### src/rtl/pcei_pkg.sv
`timescale 1ns/1ps
package pcei_pkg;

    localparam int BYTE_W   = 8;
    localparam int FLAG_BIT = 7;
    localparam int POL_BIT  = 6;
    localparam int MODE_HI  = 5;
    localparam int MODE_LO  = 4;
    localparam int CTL_W    = BYTE_W - MODE_LO;

    typedef enum logic [1:0] {
        SRC_OFF   = 2'b00,
        SRC_LINE  = 2'b01,
        SRC_GATED = 2'b10,
        SRC_OFF_B = 2'b11
    } src_mode_e;

    typedef struct packed {
        logic      pend;
        logic      rise;
        src_mode_e mode;
    } grp_cfg_t;

    function automatic logic [BYTE_W-1:0] status_byte(grp_cfg_t c);
        return {c.pend, c.rise, c.mode, {MODE_LO{1'b0}}};
    endfunction

    function automatic logic edge_seen(logic cur, logic prev, logic rise);
        return rise ? (cur & ~prev) : (~cur & prev);
    endfunction

    function automatic logic src_fires(src_mode_e m, logic edge_ok, logic gate);
        case (m)
            SRC_LINE:  return edge_ok;
            SRC_GATED: return edge_ok & gate;
            default:   return 1'b0;
        endcase
    endfunction

endpackage

### src/rtl/pcei_decode.sv
`timescale 1ns/1ps
module pcei_decode #(
    parameter int NG     = 4,
    parameter int ADDR_W = 6,
    parameter int BASE   = 16
) (
    input  logic [ADDR_W-1:0] addr,
    input  logic              wr,
    output logic [NG-1:0]     sel,
    output logic [NG-1:0]     wr_hit
);
    for (genvar g = 0; g < NG; g++) begin : g_dec
        localparam logic [ADDR_W-1:0] MY_ADDR = ADDR_W'(BASE + g);
        assign sel[g]    = (addr == MY_ADDR);
        assign wr_hit[g] = wr & sel[g];
    end
endmodule

### src/rtl/pcei_group.sv
`timescale 1ns/1ps
module pcei_group
    import pcei_pkg::*;
(
    input  logic             clk,
    input  logic             rst,
    input  logic             wr,
    input  logic [CTL_W-1:0] ctl,
    input  logic             src,
    input  logic             gate,
    output grp_cfg_t         cfg
);
    logic prev;
    logic fire;
    logic clr;

    assign fire = src_fires(cfg.mode, edge_seen(src, prev, cfg.rise), gate);
    assign clr  = wr & ctl[FLAG_BIT-MODE_LO];

    always_ff @(posedge clk) begin
        if (rst) begin
            prev     <= 1'b0;
            cfg.pend <= 1'b0;
            cfg.rise <= 1'b0;
            cfg.mode <= SRC_OFF;
        end else begin
            prev     <= src;
            cfg.pend <= fire | (cfg.pend & ~clr);
            if (wr) begin
                cfg.rise <= ctl[POL_BIT-MODE_LO];
                cfg.mode <= src_mode_e'(ctl[MODE_HI-MODE_LO:0]);
            end
        end
    end
endmodule

### src/rtl/pcei_top.sv
`timescale 1ns/1ps
module pcei_top
    import pcei_pkg::*;
#(
    parameter int NG     = 4,
    parameter int ADDR_W = 6,
    parameter int BASE   = 16
) (
    input  logic              clk,
    input  logic              rst,
    input  logic [ADDR_W-1:0] reg_addr,
    input  logic              reg_wr,
    input  logic [7:0]        reg_wdata,
    output logic [7:0]        reg_rdata,
    input  logic [NG-1:0]     pc_bit0,
    input  logic [NG-1:0]     pc_bit4,
    input  logic              pm_pend,
    input  logic              cos_pend,
    output logic              irq
);
    localparam int MODE_VW = 2 * NG;

    logic [NG-1:0]      sel;
    logic [NG-1:0]      wr_hit;
    logic [NG-1:0]      pend_vec;
    logic [MODE_VW-1:0] mode_vec;
    grp_cfg_t           cfg [NG];
    logic [BYTE_W-1:0]  status [NG];

    pcei_decode #(.NG(NG), .ADDR_W(ADDR_W), .BASE(BASE)) u_dec (
        .addr   (reg_addr),
        .wr     (reg_wr),
        .sel    (sel),
        .wr_hit (wr_hit)
    );

    for (genvar g = 0; g < NG; g++) begin : g_grp
        pcei_group u_grp (
            .clk  (clk),
            .rst  (rst),
            .wr   (wr_hit[g]),
            .ctl  (reg_wdata[BYTE_W-1:MODE_LO]),
            .src  (pc_bit0[g]),
            .gate (pc_bit4[g]),
            .cfg  (cfg[g])
        );
        assign status[g]          = status_byte(cfg[g]);
        assign pend_vec[g]        = cfg[g].pend;
        assign mode_vec[2*g +: 2] = cfg[g].mode;
    end

    always_comb begin
        reg_rdata = '0;
        for (int g = 0; g < NG; g++) begin
            if (sel[g]) reg_rdata = reg_rdata | status[g];
        end
    end

    assign irq = (|pend_vec) | pm_pend | cos_pend;

endmodule

### config.mk
export PLATFORM = sky130hd
export DESIGN_NAME = pcei_top
export DESIGN_NICKNAME = d
export VERILOG_FILES = /design/src/rtl/pcei_pkg.sv /design/src/rtl/pcei_decode.sv /design/src/rtl/pcei_group.sv /design/src/rtl/pcei_top.sv
export SDC_FILE = /design/constraint.sdc
export NUM_CORES = 1
export LEC_CHECK = 0
export BUFFER_PORTS_ARGS = -buffer_cell sky130_fd_sc_hd__buf_4
export CAP_MARGIN = 10
export CELL_PAD_IN_SITES_DETAIL_PLACEMENT = 1
export CELL_PAD_IN_SITES_GLOBAL_PLACEMENT = 1
export CORE_ASPECT_RATIO = 0.8
export CORE_MARGIN = 1.5
export CORE_UTILIZATION = 33
export CTS_CLUSTER_DIAMETER = 80
export CTS_CLUSTER_SIZE = 8
export DETAILED_ROUTE_END_ITERATION = 12
export GPL_ROUTABILITY_DRIVEN = 0
export HOLD_SLACK_MARGIN = 0.08
export MAX_ROUTING_LAYER = met4
export PLACE_DENSITY_LB_ADDON = 0.1
export SETUP_SLACK_MARGIN = 0.5
export SYNTH_ARGS = -nofsm -noshare
export SYNTH_HDL_FRONTEND = slang
export SYNTH_SLANG_ARGS = --single-unit
### constraint.sdc
create_clock -name clk -period 1.13 [get_ports clk]
set_input_delay 0 -clock clk [delete_from_list [all_inputs] [get_ports clk]]
set_output_delay 0 -clock clk [all_outputs]
set_load 0.02 [all_outputs]
# == After elaboration in Yosys (flattened, before gate mapping) ==
# Cells that the tools add are included.
# word_totals
reg_bits,20
in_bits,27
# op_classes
eq_ne,12
n_mux,12
bitwise,45
reduce_logical,1
# ops
cell,n
8-bit 2-to-1 mux,4
1-bit bitwise AND,24
"6-bit by 5-bit == test with 1-bit output, second input constant",4
8-bit OR,3
1-bit NOT,12
"2-bit by 1-bit == test with 1-bit output, second input constant",4
"2-bit == test, second input constant",4
1-bit case mux with 2 select lines,4
1-bit OR,6
1-bit 2-to-1 mux,4
4-bit OR reduction,1

# == Logic depth before layout (Yosys ltp) ==
# depth
ltp_word,8
ltp_mapped,5
depth_no_buf,4

# == Cells and area by module ==
# Synthesis repeated with hierarchy kept, for this count alone.
# hier_totals
cells_unflattened,127
area_unflattened_um2,1183.6
# by_module_without_submodules
module,n_inst,cells_each,area_per_inst_um2,seq_area_each_um2
pcei_group,4,23,237.7,100.1
pcei_top,1,20,122.6,0.0
pcei_decode,1,15,110.1,0.0

# == Worst setup path before layout ==
# OpenSTA, ideal clock, no wires.
# synth_timing
path_kind,input to register
startpoint,input reg_addr[3]
endpoint,register g_grp[2].u_grp.cfg[0] (netlist name)
setup_ns,0.121
arrival_ns,1.132
required_ns,1.009
slack_ns,-0.123
stages,4
path_cell_list,or4b_4 > or3_1 > buf_2 > mux2i_1
# synth_between
elab_chain_cells,2
# synth_rtl
element,line,text
start: declaration,pcei_top.sv:11,"input logic [ADDR_W-1:0] reg_addr,"
6-bit by 5-bit == test with 1-bit output,pcei_decode.sv:14,assign sel[g] = (addr == MY_ADDR);
1-bit bitwise AND,pcei_decode.sv:15,assign wr_hit[g] = wr & sel[g];
# No other way between the ends.
# A chain may end at the register's enable or synchronous reset.

# == Worst setup path after layout ==
# layout_timing
startpoint,register g_grp[3].u_grp.cfg[2] (netlist name)
endpoint,output reg_rdata[6]
# layout_between
elab_chain_cells,2
# layout_rtl
element,line,text
8-bit OR,pcei_top.sv:55,if (sel[g]) reg_rdata = reg_rdata | status[g];
8-bit 2-to-1 mux,pcei_top.sv:55,
end: declaration,pcei_top.sv:14,"output logic [7:0] reg_rdata,"
# No other way between the ends.

==> impl_metrics.csv <==
group,metric,value,unit
synthesis,synth-edff-count,0,
critical_path,r2r_end,"g_grp[3].u_grp.cfg[3]",
route,wl,4.28,mm
synthesis,synth-compound-area-share,0.0955,
floorplan,die_h,55.9,microns
grt,grtUsageTotal,0.206,
grt,grt_pass1_vias,1200,
sta,finalWorstPathRequiredPeriod,1.34,ns
cells_and_area,utilization,0.626,
clock_network,cts.sinks,20,
placed_design,placedCellCount,198,
clock_network,clk_path_buf_depth,2,
cells_and_area,drive_gt1_frac,0.643,
grt,grt_max_degree,20,
floorplan,initial_core_util,0.360,
cells_and_area,synthToLayoutAreaGrowth,73.7,%
floorplan,core,0.00320,sq mm
sta,fin_ws,-0.210,ns
critical_path,crit_type,"reg2out",
cells_and_area,layout.nets,218,
critical_path,cp_max_fo,2,
sta,skew,0.00177,ns
grt,grt_use_met1,0.244,
critical_path,worstSetupStartpoint,"g_grp[3].u_grp.cfg[2]",
synthesis,syn-cell-area,0.00115,sq mm
pwr,power.density,763,mW/mm^2
synthesis,ys_warn_count,0,
grt,busiest_layer,"met2",
clock_network,cts_tree,"yes",
floorplan,ios,36,
synthesis,async_reset_ff_frac,0,
critical_path,rrSetupSlack,-0.15,ns
synthesis,synth_top_family_by_area,"simple AND/OR/NAND/NOR gates",
pwr,power_leakage,0.903,nW
route,ant_nets,0,
clock_network,htreeDepth,1,
cells_and_area,final_cells,222,
synthesis,synth_xor_area_frac,0,
grt,use_met3,0.0453,
clock_network,cts_buffers,3,
critical_path,reg2reg_depth,5,
hold_path,hold_class,"in2reg",
sta,setup_viol,8,
floorplan,die_w,69.1,microns
route,via_per_inst,5.30,
route,remaining_drc_errors,0,
clock_network,cts-root-buf,"clkbuf_8",
route,drt_iter0_markers,49,
run,drv_cap,0,
route,drt-wirelength-per-cell,19.3,microns
floorplan,die_area,0.00386,sq mm
synthesis,avgSynthCellArea,9.37,sq um
critical_path,endpoint,"reg_rdata[6]",
placed_design,io_buffers,27,
route,vias,1177,
grt,grt_remaining_overflow,0,
synthesis,synthCells,123,
synthesis,synthSimpleGateAreaFrac,0.212,
status,violations,"negative hold slack, negative setup slack",
critical_path,critPathCaptureType,"output pin",
sta,rsz0062_at_grt,"true",
critical_path,critPathArrivalTime,1.34,ns
clock_network,path_clk_slew,0.07,ns
sta,fin_crit_sh,1.19,
sta,fmax,746,MHz
sta,holdWs,-0.00292,ns
status,status,"complete, but fails checks",
sta,maxSlewViolCount,0,
placed_design,hpwl,2.37,mm
sta,hold_viol,1,
placed_design,post-place-ws,-0.286,ns
synthesis,synth-adder-area-share,0.0869,
synthesis,ys.flop_type,"dfxtp_1",
critical_path,r2r-start,"g_grp[3].u_grp.cfg[2]",
synthesis,seq_area_frac_synth,0.347,
route,first_pass_iters,4,
cells_and_area,antenna_cells,0,
cells_and_area,final_common_cell,"buf_4",
grt,grtUsageMet2,0.361,
clock_network,hold_buffers,3,
pwr,peakVddDrop,559,uV
synthesis,synth.area.mux_share,0.182,
synthesis,synth_cell_types,26,
synthesis,ys_ff_latch,20,
floorplan,fp-row-count,18,
critical_path,worst_setup_path_start_kind,"flip-flop",
cells_and_area,layout_common_cells,"buf_4, nand2_1, dfxtp_2, buf_6, mux2i_1",
cells_and_area,fillerInstances,336,
clock_network,clk_latency,0.26,ns
critical_path,cp.required,1.13,ns
grt,antenna_found_initial,0,
grt,grt_pass1_wl,6.10,mm
## layout make-up
cell class | count | area, sq um | area share
Sequential cell | 20 | 420 | 0.210
Tap cell | 40 | 50.0 | 0.0250
Inverter | 9 | 37.5 | 0.0188
Clock buffer | 4 | 55.1 | 0.0275
Multi-Input combinational cell | 88 | 891 | 0.445
Timing Repair Buffer | 61 | 548 | 0.274
## synthesized netlist by cell type (2+ instances only)
library cell	number	share of area
clkbuf_1	4	0.013
o41ai_1	4	0.030
and2_1	4	0.022
dfxtp_1	20	0.35
buf_4	4	0.026
o311ai_0	4	0.030
inv_1	8	0.026
nor3b_1	4	0.026
mux4_2	4	0.078
mux2i_1	12	0.10
nand2b_1	2	0.011
nor2b_1	8	0.043
nand2_1	18	0.059
ha_1	8	0.087
a21oi_1	8	0.035
## how the worst min path moves through the flow
stage / from / endpoint / slack [ns] / cells past startpoint
finish: pc_bit0[3] / g_grp[3].u_grp.prev / -0.003 / 2
global route: pc_bit0[3] / g_grp[3].u_grp.prev / -0.008 / 2
CTS: pc_bit0[3] / g_grp[3].u_grp.prev / -0.02 / 2
detailed placement: pc_bit0[0] / g_grp[0].u_grp.prev / 0.23 / 2
global placement: pc_bit0[0] / g_grp[0].u_grp.prev / 0.23 / 2
floorplan: pc_bit0[0] / g_grp[0].u_grp.prev / 0.13 / 1
## sequential cells by signal, summed over array words and instances, names as in the netlist
name,flops
g_grp.u_grp.cfg,16
g_grp.u_grp.prev,4
## power breakdown
| part | switching, mW | internal [mW] | total (mW) |
|---|---|---|---|
| Clock | 0.250 | 0.311 | 0.561 |
| Combinational | 0.123 | 0.126 | 0.249 |
| Sequential | 0.00510 | 0.713 | 0.718 |
## kinds of logic after synthesis
kind of cell	Yosys count
and+or+nand+nor	44
adders and majority gates	8
other	1
DFF	20
muxes	16
AOI/OAI and AO/OA	16
buffers and inverters	18
## worst max-delay path, stage by stage, from the launching register on
cell,delay (ns)
dfxtp_2,0.33
mux4_2,0.47
and2_4,0.16
buf_6,0.12
## layer usage
layer / share of wire / up-vias
met5: 0 / -
met4: 0.014 / 0
met3: 0.041 / 6
met2: 0.50 / 39
met1: 0.44 / 590
li1: - / 542
## through the flow
step	TNS (ns)	hold WS, ns	power, mW	area, sq um
2_1_floorplan	-0.273	0.128	0.831	1200
3_3_place_gp	-2.74	0.231	0.919	1500
3_5_place_dp	-2.79	0.235	0.924	1500
4_1_cts	-0.789	-0.0164	1.51	1830
5_1_grt	-1.35	-0.00817	1.59	2000
6_report	-1.03	-0.00292	1.53	2000
## what timing repair did
| action | in CTS | in global routing |
|---|---|---|
| buffers inserted | 13 | 4 |
| setup endpoints to repair | 21 | 24 |
| hold endpoints to repair | 8 | 8 |
| pin swaps | 17 | 8 |
| gates resized for setup | 42 | 31 |
(Power assumes the default switching activity.)
